==> src/rtl/mon_pkg.sv <==
package mon_pkg;
    localparam int WORD_W = 16;
    localparam int GAP_W  = 8;

    typedef enum logic [1:0] {
        S_IDLE = 2'd0,
        S_DATA = 2'd1,
        S_TAG  = 2'd2,
        S_PTR  = 2'd3
    } wr_state_e;

    typedef struct packed {
        logic [WORD_W-1:0] data;
        logic              cmd;
        logic              bad;
        logic [GAP_W-1:0]  gap;
    } word_rec_t;
endpackage

==> src/rtl/mon_gap_timer.sv <==
module mon_gap_timer #(
    parameter int GAP_W = 8
) (
    input  logic             clk,
    input  logic             rst_n,
    input  logic             clr,
    input  logic             run,
    input  logic             tick,
    input  logic             mark,
    output logic [GAP_W-1:0] gap_o
);
    localparam logic [GAP_W-1:0] GAP_MAX = '1;

    logic [GAP_W-1:0] cnt_d, cnt_q;

    always_comb begin
        cnt_d = cnt_q;
        if (clr || mark) begin
            cnt_d = '0;
        end else if (run && tick && cnt_q != GAP_MAX) begin
            cnt_d = cnt_q + GAP_W'(1);
        end
    end

    always_ff @(posedge clk or negedge rst_n) begin
        if (!rst_n) cnt_q <= '0;
        else        cnt_q <= cnt_d;
    end

    assign gap_o = cnt_q;

    // a saturated count holds until a word or clear restarts it
    p_gap_sat_r4: assert property (@(posedge clk) disable iff (!rst_n)
        (cnt_q == GAP_MAX && !clr && !mark) |=> cnt_q == GAP_MAX);

    // an arrival restarts the count at zero, coincident tick or not
    p_gap_restart_r10: assert property (@(posedge clk) disable iff (!rst_n)
        mark |=> cnt_q == '0);
endmodule

==> src/rtl/mon_chan_hold.sv <==
module mon_chan_hold
    import mon_pkg::*;
(
    input  logic      clk,
    input  logic      rst_n,
    input  logic      clr,
    input  logic      load,
    input  word_rec_t rec_i,
    input  logic      pop,
    output logic      pend_o,
    output word_rec_t rec_o
);
    logic      pend_d, pend_q;
    word_rec_t rec_d, rec_q;

    always_comb begin
        pend_d = pend_q;
        rec_d  = rec_q;
        if (clr) begin
            pend_d = 1'b0;
        end else if (load) begin
            pend_d = 1'b1;
            rec_d  = rec_i;
        end else if (pop) begin
            pend_d = 1'b0;
        end
    end

    always_ff @(posedge clk or negedge rst_n) begin
        if (!rst_n) begin
            pend_q <= 1'b0;
            rec_q  <= '0;
        end else begin
            pend_q <= pend_d;
            rec_q  <= rec_d;
        end
    end

    assign pend_o = pend_q;
    assign rec_o  = rec_q;

    // a waiting word is kept until it is served or cleared
    p_hold_keep_r9: assert property (@(posedge clk) disable iff (!rst_n)
        (pend_q && !pop && !clr) |=> pend_q);
endmodule

==> src/rtl/mon_tagger.sv <==
module mon_tagger
    import mon_pkg::*;
#(
    parameter int                ADDR_W    = 16,
    parameter logic [ADDR_W-1:0] PTR_ADDR  = 16'h0100,
    parameter logic [GAP_W-1:0]  CONTIG_TH = 8'd4
) (
    input  logic              clk,
    input  logic              rst_n,
    input  logic              start_cmd,
    input  logic              reset_cmd,
    input  logic              gap_tick,
    input  logic              a_vld,
    input  logic [WORD_W-1:0] a_word,
    input  logic              a_cmd,
    input  logic              a_bad,
    input  logic              b_vld,
    input  logic [WORD_W-1:0] b_word,
    input  logic              b_cmd,
    input  logic              b_bad,
    output logic              mem_we,
    output logic [ADDR_W-1:0] mem_addr,
    output logic [WORD_W-1:0] mem_wdata,
    output logic              running
);
    localparam int N_CH = 2;
    localparam logic [ADDR_W-1:0] STEP = ADDR_W'(2);

    typedef struct packed {
        wr_state_e         st;
        logic              run;
        logic [ADDR_W-1:0] wp;
        logic              ch;
        word_rec_t         cur;
    } tag_state_t;

    tag_state_t        st_d, st_q;
    logic [GAP_W-1:0]  gap_cnt;
    logic [N_CH-1:0]   vld_w, load_w, pend_w, pop_w;
    word_rec_t         rec_in [N_CH];
    word_rec_t         rec_hold [N_CH];
    logic [ADDR_W-1:0] nxt_wp;
    logic [WORD_W-1:0] tag_w;
    logic              arrive;

    assign vld_w     = {b_vld, a_vld};
    assign rec_in[0] = '{data: a_word, cmd: a_cmd, bad: a_bad, gap: gap_cnt};
    assign rec_in[1] = '{data: b_word, cmd: b_cmd, bad: b_bad, gap: gap_cnt};
    assign load_w    = st_q.run ? vld_w : '0;
    assign arrive    = |load_w;

    mon_gap_timer #(.GAP_W(GAP_W)) u_gap (
        .clk   (clk),
        .rst_n (rst_n),
        .clr   (reset_cmd | (start_cmd & ~st_q.run)),
        .run   (st_q.run),
        .tick  (gap_tick),
        .mark  (arrive),
        .gap_o (gap_cnt)
    );

    for (genvar c = 0; c < N_CH; c++) begin : g_ch
        mon_chan_hold u_hold (
            .clk    (clk),
            .rst_n  (rst_n),
            .clr    (reset_cmd),
            .load   (load_w[c]),
            .rec_i  (rec_in[c]),
            .pop    (pop_w[c]),
            .pend_o (pend_w[c]),
            .rec_o  (rec_hold[c])
        );
    end

    always_comb begin
        st_d   = st_q;
        pop_w  = '0;
        nxt_wp = (st_q.wp >= PTR_ADDR - STEP) ? '0 : st_q.wp + STEP;
        case (st_q.st)
            S_DATA:  st_d.st = S_TAG;
            S_TAG: begin
                st_d.st = S_PTR;
                st_d.wp = nxt_wp;
            end
            default: st_d.st = S_IDLE;
        endcase
        if (st_q.run && (st_q.st == S_IDLE || st_q.st == S_PTR)) begin
            if (pend_w[0]) begin
                st_d.st  = S_DATA;
                st_d.ch  = 1'b0;
                st_d.cur = rec_hold[0];
                pop_w[0] = 1'b1;
            end else if (pend_w[1]) begin
                st_d.st  = S_DATA;
                st_d.ch  = 1'b1;
                st_d.cur = rec_hold[1];
                pop_w[1] = 1'b1;
            end
        end
        if (reset_cmd) begin
            st_d.run = 1'b0;
            st_d.st  = S_IDLE;
            st_d.wp  = '0;
        end else if (start_cmd) begin
            st_d.run = 1'b1;
        end
    end

    always_ff @(posedge clk or negedge rst_n) begin
        if (!rst_n) st_q <= '0;
        else        st_q <= st_d;
    end

    always_comb begin
        tag_w = {1'b1, st_q.ch, st_q.cur.cmd, st_q.cur.bad, 3'b000,
                 (st_q.cur.gap < CONTIG_TH), st_q.cur.gap};
        mem_we = (st_q.st != S_IDLE);
        case (st_q.st)
            S_DATA: begin
                mem_addr  = st_q.wp;
                mem_wdata = st_q.cur.data;
            end
            S_TAG: begin
                mem_addr  = st_q.wp + ADDR_W'(1);
                mem_wdata = tag_w;
            end
            S_PTR: begin
                mem_addr  = PTR_ADDR;
                mem_wdata = WORD_W'(st_q.wp);
            end
            default: begin
                mem_addr  = '0;
                mem_wdata = '0;
            end
        endcase
    end

    assign running = st_q.run;

    // tag write lands one address above the data, one cycle later
    p_tag_next_r1: assert property (@(posedge clk) disable iff (!rst_n)
        (st_q.st == S_DATA && !reset_cmd) |=>
            (mem_we && mem_addr == $past(mem_addr) + ADDR_W'(1)));

    // marker bit set and spare bits clear in every tag
    p_tag_flag_r2: assert property (@(posedge clk) disable iff (!rst_n)
        (st_q.st == S_TAG) |-> (mem_wdata[15] && mem_wdata[11:9] == 3'b000));

    // pointer write follows the tag and holds an in-range address
    p_ptr_after_tag_r6: assert property (@(posedge clk) disable iff (!rst_n)
        (st_q.st == S_TAG && !reset_cmd) |=>
            (mem_we && mem_addr == PTR_ADDR && mem_wdata < WORD_W'(PTR_ADDR)));

    // log writes never reach the pointer location
    p_log_range_r7: assert property (@(posedge clk) disable iff (!rst_n)
        (mem_we && st_q.st != S_PTR) |-> mem_addr < PTR_ADDR);

    // no writes while disarmed
    p_quiet_r8: assert property (@(posedge clk) disable iff (!rst_n)
        !st_q.run |-> !mem_we);

    // channel A wins a slot when both channels wait
    p_a_first_r9: assert property (@(posedge clk) disable iff (!rst_n)
        (st_q.run && st_q.st == S_IDLE && pend_w == 2'b11 && !reset_cmd) |=>
            (st_q.st == S_DATA && !st_q.ch));
endmodule

==> config.mk <==
export PLATFORM = sky130hd
export DESIGN_NAME = mon_tagger
export DESIGN_NICKNAME = d
export VERILOG_FILES = /design/src/rtl/mon_pkg.sv /design/src/rtl/mon_gap_timer.sv /design/src/rtl/mon_chan_hold.sv /design/src/rtl/mon_tagger.sv
export SDC_FILE = /design/constraint.sdc
export NUM_CORES = 1
export LEC_CHECK = 0
export ABC_AREA = 0
export BUFFER_PORTS_ARGS = -buffer_cell sky130_fd_sc_hd__buf_2
export CAP_MARGIN = 10
export CORE_ASPECT_RATIO = 1.4
export CORE_MARGIN = 4
export CORE_UTILIZATION = 38
export DETAILED_ROUTE_END_ITERATION = 10
export HOLD_SLACK_MARGIN = 0.08
export SLEW_MARGIN = 20
export SYNTH_ARGS = -nofsm -noshare
export SYNTH_HDL_FRONTEND = slang
export SYNTH_SLANG_ARGS = --single-unit
==> constraint.sdc <==
create_clock -name clk -period 2.8 [get_ports clk]
set_input_delay 0 -clock clk [delete_from_list [all_inputs] [get_ports clk]]
set_output_delay 0 -clock clk [all_outputs]
set_load 0.01 [all_outputs]
## Word level (Yosys, flattened, before mapping)

Index checks and enable logic that the tools add are counted.

- Register bits: 108
- Bits of input ports: 43
- Output and inout bits: 34
- Word-level logic and storage cells: 76

- Add/subtract/negate cells: 3
- $lt $le $gt $ge: 2
- Equality and inequality tests: 4
- Muxes and demuxes: 27
- Bitwise logic cells: 4
- Reduce and logical (&&, ||, !) cells: 17

Operator list:

| kind | number |
|---|---|
| 16-bit case mux with 3 select lines | 2 |
| 27-bit two-way mux | 2 |
| 16-bit two-way mux | 3 |
| 16-bit by 1-bit adder with 16-bit output, second input constant | 1 |
| 16-bit by 2-bit adder with 16-bit output, second input constant | 1 |
| 16-bit by 8-bit greater-or-equal comparator with 1-bit output, second input constant | 1 |
| 8-bit two-way mux | 2 |
| 2-bit two-way mux | 6 |
| 1-bit two-way mux | 11 |
| 2-bit nonzero test | 5 |
| 8-bit by 1-bit adder with 8-bit output, second input constant | 1 |
| 8-bit by 3-bit < comparator with 1-bit output, second input constant | 1 |
| 8-bit != test, second input constant | 1 |
| 2-bit AND reduction | 3 |
| 3-bit nonzero test | 2 |
| 2-bit == test, second input constant | 2 |
| 2-bit case mux with 2 select lines | 1 |
| 1-bit logical AND | 3 |
| 2-bit by 1-bit == test with 1-bit output, second input constant | 1 |
| 2-bit logical NOT | 1 |
| 1-bit logical OR | 2 |
| 1-bit NOT | 2 |
| 2-bit OR reduction | 1 |
| 1-bit bitwise AND | 1 |
| 1-bit bitwise OR | 1 |

## Depth between registers and ports, before layout

Gate-level depths: netlist of run 1.

- Depth after elaboration: 7
- Gate-level depth with buffers: 7
- Mapped depth without buffers: 6

## By module

From an unflattened synthesis of run 1, not the netlist that was laid out.

- Cells, all modules: 437
- Area total of the unflattened synthesis: 5216.3 um2

By module, submodules not included:

| module | times used | cells an instance | area each (um2) | seq. area each (um2) |
|---|---|---|---|---|
| mon_tagger | 1 | 271 | 2527.4 | 1126.1 |
| mon_chan_hold | 2 | 60 | 1123.6 | 675.6 |
| mon_gap_timer | 1 | 46 | 441.7 | 200.2 |

## Worst setup path before layout of run 1

No wires, ideal clock.

- Path type: flip-flop to flip-flop
- Start: reg st_q[44] (netlist name)
- End: reg st_q[42] (netlist name)
- Setup time: 0.122 ns
- Data arrival time: 1.445 ns
- Required time: 2.678 ns
- Slack: 1.234 ns
- Cell stages (with the launch flop): 7
- Path buffers: 0
- Period minus slack after synthesis: 1.566 ns
- Cell sequence: dfrtp_1 inv_1 ha_1 o21ai_1 nor4_2 xnor2_1 nor2_1

- Word-level cells in the longest chain between the ends: 2

RTL lines:

| what | RTL line | RTL |
|---|---|---|
| start, declared | mon_tagger.sv:37 | `tag_state_t st_d, st_q;` |
| start signal, assigned | mon_tagger.sv:111 | `else st_q <= st_d;` |
| 2-bit == test | mon_tagger.sv:79 | `case (st_q.st)` |
| 2-bit nonzero test (no line) | -- |  |

No other way between the ends.
A chain may end at the register's enable or synchronous reset.

## Worst setup path in the final report of run 1

- Start: reg st_q[45] (netlist name)
- End: out mem_addr[2]

- Word-level cells in the longest chain between the ends: 2
- Elaborated cells between the ends (all ways): 4
- Classes of those cells: eq/ne: 3; mux: 1

RTL lines:

| what | RTL line | RTL |
|---|---|---|
| 2-bit == test / 2-bit by 1-bit == test with 1-bit output (equally long branches) | mon_tagger.sv:118 | `case (st_q.st)` |
| 16-bit case mux with 3 select lines * | mon_tagger.sv:118 |  |
| end, declared | mon_tagger.sv:22 | `output logic [ADDR_W-1:0] mem_addr,` |

Every way passes the cells marked *; elsewhere a longest branch is shown, timed or not.

==> impl_metrics.toml, run 1 <==
[drt]
drt_iter0_drc = 257
postRouteAntennaNets = 0
totalWireLength_um = 11200
drt_first_pass_iters = 6
via_count = 3670
wl_per_cell_um = 15.8
drc = 0
drt-vias-per-instance = 5.20

[synth]
synth_cells = 435
synth_edf_count = 0
ys_seq_area_frac = 0.534
yosys_most_used_dff = "dfrtp_1"
synth_nets = 486
ys_types = 44
synth_area_per_cell_um2 = 11.5
ys_seq_elements = 107
ys_warn_count = 0
synthArstFlopShare = 1.00
synth_area_um2 = 5010

[place]
post-dp-hpwl_um = 7750
dp_slack_ns = 0.910
placed_area_um2 = 5500
portBuffers = 76
placed_cells = 645
place.gp.congestion = 0.811

[sta]
holdWs_ns = 0.0825
period_share = 0.767
skew_ns = 0.00486
slew_headroom = 0.546
finalSetupViolations = 0
setup-tns-final_ns = 0
worst_slew_pin_slew_ns = 0.679
finalCriticalPeriod_ns = 2.15
slew_viol_final = 0
final.setup.worst_slack_ns = 0.654
finalHoldViolations = 0
clock.fmax_ghz = 0.466
rsz0062_at_grt = "no"

[clocking]
clock-sinks = 107
cts_buffers = 9
post_cts_buffers = 0
root_buffer = "clkbuf_16"
cts_resized = 0
clockBufferDepth = 2
clk_pin_slew_worst_paths_ns = 0.07
ctsHtreeMaxLevel = 3
clkLatencyLatePin_ns = 0.34
cts_tree = "built"

[global_route]
antenna_found_initial = 0
grt_max_degree = 87
grt.overflow.total = 0
grt_usage = 0.153
first_global_vias = 3682
grt_pass1_wl_um = 18500

[layout]
instances_no_fill = 706
fin_nets = 599
drive_gt1_frac = 0.286
syn_to_final_growth_pct = 25.2
finish.utilization = 0.487
num_antenna_cells = 0
final_cell_area_um2 = 6280

[floorplan]
die_h_um = 144
ioPinCount = 77
die_x_um = 105
rows = 49
die_area_um2 = 15100
coreArea_um2 = 12900
start_util = 0.389

[critical_path]
critPathKind = "reg -> out"
cp_data_arrival_time_ns = 2.15
end_kind = "primary output"
start_kind = "flip-flop"
cp.required_ns = 2.80
path_max_fanout = 12

[outcome]
status = "finished clean"

[flow_run]
maxCapViolCount = 0

[pwr]
power.leakage_nw = 2.79
vdd_drop_max_v = 0.000287
total_power_mw = 4.07
cellPowerDensity_nw_per_um2 = 648

[min_path]
hp-class = "in -> async"
## final timing paths
| path | from | endpoint | slack [ns] | cells past startpoint |
|---|---|---|---|---|
| max | st_q[45]$_DFF_PN0_ | mem_addr[2] | 0.65 | 6 |
| min | rst_n | g_ch[0].u_hold.rec_o[21]$_DFFE_PN0P_ | 0.08 | 2 |
| max reg2reg | g_ch[0].u_hold.pend_o$_DFFE_PN0P_ | g_ch[1].u_hold.pend_o$_DFFE_PN0P_ | 0.74 | 4 |
| min reg2reg | g_ch[1].u_hold.rec_o[10]$_DFFE_PN0P_ | g_ch[1].u_hold.rec_o[10]$_DFFE_PN0P_ | 0.50 | 1 |
| max in group asynchronous | rst_n | st_q[2]$_DFFE_PN0P_ | 1.97 | 3 |
| min in group clk | a_word[4] | g_ch[0].u_hold.rec_o[14]$_DFFE_PN0P_ | 0.42 | 3 |
## where the power goes
part           leakage (nW)  internal (mW)  switching (mW)
registers              1.35           1.85           0.202
logic                  1.28          0.330           0.303
clock network         0.160          0.837           0.544
## kinds of logic (layout without fill, tap and decap cells)
kind of cell    count (synthesis)  after routing  share of synthesized area
fa+ha+maj                       8              8                     0.0200
mux                            79             79                      0.171
flops                         107            107                      0.534
xor+xnor                       15             15                     0.0262
buf+inv                        33            151                     0.0362
simple gates                  129            129                      0.125
compound gates                 64             64                     0.0871
## flip-flops by register name, indices dropped and copies added (netlist names)
register and count:
g_ch.u_hold.rec_o 52, st_q 44, u_gap.gap_o 8, g_ch.u_hold.pend_o 2
running 1
## synthesized netlist by cell type (all sizes together) (3+ instances only)
library cell / n / area share
nor2: 73 / 0.055
and2: 13 / 0.016
nand3: 7 / 0.0070
a22oi: 6 / 0.0090
dfrtp: 107 / 0.53
inv: 8 / 0.0060
mux2: 52 / 0.12
a21oi: 35 / 0.035
mux2i: 27 / 0.054
buf: 17 / 0.024
nor4: 5 / 0.0075
nand4: 5 / 0.010
clkbuf: 8 / 0.0060
ha: 8 / 0.020
a222oi: 10 / 0.020
xor2: 3 / 0.0052
o21ai: 4 / 0.0040
xnor2: 12 / 0.021
nor3: 6 / 0.0060
nand2: 10 / 0.0085
## cells in the final DEF (no fill, tap or decap), types with 7 or more instances in the layout
cell type | Yosys | routed
a21oi_1 | 35 | 35
a222oi_1 | 10 | 10
and2_1 | 13 | 13
buf_2 | 10 | 75
clkbuf_16 | 0 | 9
dfrtp_1 | 107 | 107
dlygate4sd3_1 | 0 | 45
ha_1 | 8 | 8
inv_1 | 8 | 8
mux2_2 | 52 | 52
mux2i_1 | 27 | 27
nand2_1 | 8 | 8
nand3_1 | 7 | 7
nor2_1 | 72 | 72
xnor2_1 | 12 | 12
## routing by layer
layer  vias to the layer above  wire length, um  track usage
li1                       1762                -            -
met1                      1814             4930        0.197
met2                        81             5650        0.252
met3                        13              404       0.0265
met4                         0              201       0.0684
met5                         -                0            0
## critical path, cell delays in order (launching register included)
cell	delay, ns
dfrtp_1	0.41
inv_1	0.12
ha_1	0.39
nor2_1	0.13
nor2_1	0.42
and2_1	0.20
buf_2	0.13
## area by class of cell
class                   count  area (um2)
clock buffers              13         260
fillers                  1223        6600
multi-input cells         295        2160
well taps                 153         191
clock inverters             3        68.8
inverters                   8        30.0
flip-flops and latches    107        2680
repair buffers            127         891
## timing repair
item | 4_1_cts | 5_1_grt
hold buffers | 45 | 0
setup endpoints to repair | 0 | 0
hold endpoints to repair | 153 | 0
(Power assumes the default switching activity.)
==> inputs of run 2 (changes only) <==
--- a/config.mk
+++ b/config.mk
@@ -5,7 +5,7 @@
 export SDC_FILE = /design/constraint.sdc
 export NUM_CORES = 1
 export LEC_CHECK = 0
-export ABC_AREA = 0
+export ABC_AREA = 1
 export BUFFER_PORTS_ARGS = -buffer_cell sky130_fd_sc_hd__buf_2
 export CAP_MARGIN = 10
 export CORE_ASPECT_RATIO = 1.4
==> constraint.sdc (replaced) <==
create_clock -name clk -period 2 [get_ports clk]
set_input_delay 0 -clock clk [delete_from_list [all_inputs] [get_ports clk]]
set_output_delay 0 -clock clk [all_outputs]
set_load 0.01 [all_outputs]
==> run 2 against run 1 <==
Against the previous run:
- non-clock buffer count grew 7
- register-to-register slack lost 0.61 ns
- clock-buffer cell count shrank 2
- largest cell class unchanged
- largest power group unchanged
==> impl_metrics.toml, run 2 <==
[outcome]
status = "finished clean"

[synth]
synth_common_cells = "nand2_1, dfrtp_1, nor2_1, inv_1, a31oi_1"
yosys.area.top_type = "dfrtp_1"
synth_nets = 628
yosysTopAreaCellShare = 0.523
ys_warn_count = 0
synth_edf_count = 0
synthArstFlopShare = 1.00
synth_area_um2 = 5120
synth_area_per_cell_um2 = 8.88
ys_seq_elements = 107
ys_types = 28
yosysMostFrequentCell = "nand2_1"
yosys_most_used_dff = "dfrtp_1"
synth_area_leaders = "dfrtp_1, nand2_1, mux2_2"
ys_seq_area_frac = 0.523
synth_cells = 577

[sta]
skew_ns = 0.00863
rsz0062_at_grt = "yes"
period_share = 0.956
clock.fmax_ghz = 0.523
finalHoldViolations = 0
finalSetupViolations = 0
slew_headroom = 0.635
finalCriticalPeriod_ns = 1.91
worst_slew_pin_slew_ns = 0.548
slew_viol_final = 0
holdWs_ns = 0.0806

[pwr]
power.leakage_nw = 3.04
p_sw_frac = 0.297
p_int_mw = 4.17
cellPowerDensity_nw_per_um2 = 920
total_power_mw = 5.93
p_sw_mw = 1.76
p_seq_frac = 0.494
clkPwrFrac = 0.304
vdd_drop_max_v = 0.000400
combPwrFrac = 0.201

[layout]
num_antenna_cells = 0
nFillCells = 1263
fin_nets = 746
syn_to_final_growth_pct = 25.7
largest_reg_flops = 52
layout_commonest_cell = "nand2_1"
finish.utilization = 0.493
multi_input_area_um2 = 2090
final_cell_mix = "nand2_1, dfrtp_1, buf_2"
drive_gt1_frac = 0.206
regArea_um2 = 2680

[min_path]
whs_endpoint = "u_gap.gap_o[2]$_DFFE_PN0P_"
hp-start = "gap_tick"
holdPathStages = 5
hp-class = "in -> reg"

[floorplan]
die_h_um = 145
ioPinCount = 77
coreArea_um2 = 13100
die_area_um2 = 15400
die_x_um = 106
start_util = 0.392
rows = 49

[global_route]
grt_max_degree = 51
grt.overflow.total = 0
antenna_found_initial = 0
grt_pass1_wl_um = 21600
first_global_vias = 4398
grt_usage = 0.173

[drt]
wl_per_cell_um = 14.5
drt_first_pass_iters = 5
via_count = 4244
drt_iter0_drc = 195
drt-vias-per-instance = 4.83
totalWireLength_um = 12800
postRouteAntennaNets = 0
drc = 0

[critical_path]
cp.required_ns = 2.00
critPathKind = "reg -> out"
path_max_fanout = 7
r2r_setup_slack_ns = 0.13
start_kind = "flip-flop"
r2r_end = "st_q[18]$_DFFE_PN0P_"
timing.rr.start = "st_q[44]$_DFF_PN0_"
end_kind = "primary output"
rr_worst_depth = 8
cp_data_arrival_time_ns = 1.91

[clocking]
cts_tree = "built"
clk_pin_slew_worst_paths_ns = 0.07
ctsHtreeMaxLevel = 3
clock-sinks = 107
clockBufferDepth = 2
cts_buffers = 9
clkLatencyLatePin_ns = 0.35
root_buffer = "clkbuf_16"

[flow_run]
maxCapViolCount = 0

[place]
portBuffers = 76
post-dp-hpwl_um = 9610
place.gp.congestion = 0.859
-- run 2: worst max path at each step --
stage                       start                   end  slack (ns)  cells past startpoint
3_3_place_gp   st_q[44]$_DFF_PN0_  st_q[14]$_DFFE_PN0P_        0.28                      8
5_1_grt        st_q[45]$_DFF_PN0_         mem_wdata[15]       -0.03                      7
4_1_cts        st_q[44]$_DFF_PN0_         mem_wdata[11]        0.10                      6
3_5_place_dp   st_q[44]$_DFF_PN0_  st_q[13]$_DFFE_PN0P_        0.18                      8
6_report       st_q[45]$_DFF_PN0_         mem_wdata[15]        0.09                      7
2_1_floorplan  st_q[44]$_DFF_PN0_   st_q[0]$_DFFE_PN0P_        0.43                      7
-- run 2: power groups by stage --
| stage | Combinational, mW | Clock [mW] | Sequential (mW) |
|---|---|---|---|
| after floorplan | 0.807 | 0 | 2.84 |
| after global placement | 1.09 | 0 | 2.97 |
| after detailed placement | 1.13 | 0 | 2.98 |
| after CTS | 1.20 | 1.84 | 2.94 |
| after global routing | 1.36 | 1.94 | 2.98 |
| final | 1.19 | 1.80 | 2.93 |
-- run 2: cell type report --
cell class,count,area share
Clock buffer,11,0.0377
Clock inverter,5,0.00952
Inverter,55,0.0336
Multi-Input combinational cell,388,0.325
Sequential cell,107,0.416
Tap cell,178,0.0346
Timing Repair Buffer,134,0.144
-- run 2: logic make-up (layout without fill, tap and decap cells) --
logic type	after synthesis	count (layout)	synth area share
compound gates	74	74	0.0872
simple gates	268	268	0.219
xor+xnor	4	4	0.00684
buf+inv	82	205	0.0698
mux	34	34	0.0747
flops	107	107	0.523
fa+ha+maj	8	8	0.0195
-- run 2: through the flow --
stage	std cells	setup WS [ns]	cell area (um2)	setup TNS, ns
3_3_place_gp	819	0.284	5710	0
3_5_place_dp	819	0.180	5710	0
6_report	878	0.0878	6440	0
5_1_grt	878	-0.0255	6440	-0.0499
2_1_floorplan	577	0.433	5120	0
4_1_cts	875	0.103	6410	0
-- run 2: per-layer routing --
| layer | GRT usage | part of all wire | vias up |
|---|---|---|---|
| li1 | - | - | 2107 |
| met1 | 0.211 | 0.42 | 2026 |
| met2 | 0.304 | 0.52 | 87 |
| met3 | 0.0249 | 0.035 | 24 |
| met4 | 0.0680 | 0.025 | 0 |
| met5 | 0 | 0 | - |
-- run 2: critical path: stages, from the launching register on --
cell and delay (ns):
dfrtp_1 0.40, ha_2 0.28, clkinvlp_4 0.20, buf_2 0.22, o211ai_1 0.20, nand2_1 0.08, inv_1 0.05, buf_2 0.12
-- run 2: timing repair --
action,CTS,global route
hold endpoints to repair,80,0
buffers inserted,0,3
hold buffers,40,0
endpoints found under the setup margin,0,3
resized for setup,0,3
==> inputs of run 3 (changes only) <==
--- a/config.mk
+++ b/config.mk
@@ -8,11 +8,12 @@
 export ABC_AREA = 1
 export BUFFER_PORTS_ARGS = -buffer_cell sky130_fd_sc_hd__buf_2
 export CAP_MARGIN = 10
-export CORE_ASPECT_RATIO = 1.4
+export CORE_ASPECT_RATIO = 0.8
 export CORE_MARGIN = 4
 export CORE_UTILIZATION = 38
 export DETAILED_ROUTE_END_ITERATION = 10
 export HOLD_SLACK_MARGIN = 0.08
+export PLACE_DENSITY = 0.64
 export SLEW_MARGIN = 20
 export SYNTH_ARGS = -nofsm -noshare
 export SYNTH_HDL_FRONTEND = slang
==> run 3 against run 2 <==
Against the previous run:
- core utilization barely moved
- largest power group unchanged
- critical path type unchanged
- setup slack better by 0.0012 ns
- cell area down 0.31%
- sequential power barely moved
==> impl_metrics.toml, run 3 (synthesized netlist as in run 2, its figures left out) <==
[sta]
finalHoldViolations = 0
slew_headroom = 0.534
clock.fmax_ghz = 0.523
finalCriticalPeriod_ns = 1.91
setup-tns-final_ns = 0
slew_viol_final = 0
finalSetupViolations = 0
period_share = 0.955
worst_slew_pin_slew_ns = 0.699
skew_ns = 0.00776
rsz0062_at_grt = "no"

[drt]
drt-vias-per-instance = 4.96
wl_per_cell_um = 14.8
postRouteAntennaNets = 0
drt_first_pass_iters = 5
drc = 0
via_count = 4322
drt_iter0_drc = 408
totalWireLength_um = 12900

[critical_path]
path_depth = 7
path_max_fanout = 10
critPathKind = "reg -> out"
crit_family = "buffers and inverters"
cp.required_ns = 2.00
r2r_setup_slack_ns = 0.27
cp_slowest_cell = "dfrtp_1"
critPathMostFrequentCell = "inv_1"
crit_chain = "inv_1 > ha_1 > inv_1 > buf_4 > nand2_1 > inv_1 > buf_2"
end_kind = "primary output"
path_buf_inv = 5
start_kind = "flip-flop"
cpPeakStageDelay_ns = 0.42
rr_worst_depth = 9
cp_data_arrival_time_ns = 1.91

[clocking]
clock-sinks = 107
clkLatencyLatePin_ns = 0.34
clockBufferDepth = 2
cts_tree = "built"
root_buffer = "clkbuf_16"
clk_pin_slew_worst_paths_ns = 0.08
cts_buffers = 9
ctsHtreeMaxLevel = 3

[floorplan]
coreArea_um2 = 13000
start_util = 0.394
die_area_um2 = 15400
ioPinCount = 77
die_x_um = 138
die_h_um = 112
rows = 37

[place]
place.gp.congestion = 0.862
post-dp-hpwl_um = 9380
portBuffers = 76

[min_path]
holdPathStages = 5
hp-class = "in -> reg"

[layout]
largest_reg_flops = 52
syn_to_final_growth_pct = 25.3
drive_gt1_frac = 0.205
num_antenna_cells = 0
fin_nets = 743
final_cell_mix = "nand2_1, dfrtp_1, buf_2"
regArea_um2 = 2680
layout_commonest_cell = "nand2_1"
multi_input_area_um2 = 2090
nFillCells = 1194

[pwr]
cellPowerDensity_nw_per_um2 = 918
power.leakage_nw = 3.03
vdd_drop_max_v = 0.000514
total_power_mw = 5.89

[global_route]
grt_usage = 0.175
grt_max_degree = 56
grt_pass1_wl_um = 21800
antenna_found_initial = 0
first_global_vias = 4392
grt.overflow.total = 0

[flow_run]
maxCapViolCount = 0

[outcome]
status = "finished clean"
run 3: repair_timing:
action	in CTS	in global routing
endpoints found under the setup margin	0	4
gates resized for setup	0	6
endpoints found under the hold margin	93	0
setup buffers	0	1
hold buffers	40	0
run 3: through the flow:
stage | setup WS [ns] | util | cells | cell area (um2) | hold slack (ns)
3_5_place_dp | 0.259 | 0.439 | 815 | 5710 | 0.0996
2_1_floorplan | 0.433 | - | 577 | 5120 | -0.296
6_report | 0.0890 | 0.494 | 872 | 6420 | 0.0951
4_1_cts | 0.0466 | 0.492 | 871 | 6400 | 0.0926
5_1_grt | 0.00632 | 0.494 | 872 | 6420 | 0.137
3_3_place_gp | 0.349 | 0.439 | 815 | 5710 | 0.0810
run 3: worst paths after layout:
| check | start | to |
|---|---|---|
| worst max-delay path | st_q[45]$_DFF_PN0_ | mem_wdata[12] |
| worst min-delay path | gap_tick | u_gap.gap_o[4]$_DFFE_PN0P_ |
| worst max register to register | st_q[45]$_DFF_PN0_ | g_ch[1].u_hold.pend_o$_DFFE_PN0P_ |
| worst min register to register | g_ch[1].u_hold.rec_o[3]$_DFFE_PN0P_ | g_ch[1].u_hold.rec_o[3]$_DFFE_PN0P_ |
| max in group asynchronous | rst_n | g_ch[1].u_hold.rec_o[13]$_DFFE_PN0P_ |
| min in group asynchronous | rst_n | g_ch[0].u_hold.rec_o[21]$_DFFE_PN0P_ |
run 3: tightest hold or removal path: cells and delay by family:
family,cells,cell delay [ns]
simple gates,3,0.22
buf+inv,1,0.10
compound gates,1,0.10
run 3: layout make-up:
type                    count  area share
clock buffers               9      0.0351
clock inverters             7      0.0111
inverters                  55      0.0325
multi-input cells         388       0.326
flip-flops and latches    107       0.417
well taps                 175      0.0341
repair buffers            131       0.144
run 3: routing by layer:
layer,wire [um],global-route usage,vias up
met2,6110,0.287,142
met5,0,0,-
li1,-,-,2104
met1,5850,0.243,2061
met3,762,0.0339,15
met4,184,0.0362,0
run 3: power by group:
part	internal [mW]	switching, mW	total, mW	leakage (nW)
combinational	0.540	0.669	1.21	1.54
sequential	2.62	0.337	2.96	1.35
clock	0.878	0.850	1.73	0.138
total	4.04	1.86	5.89	3.03
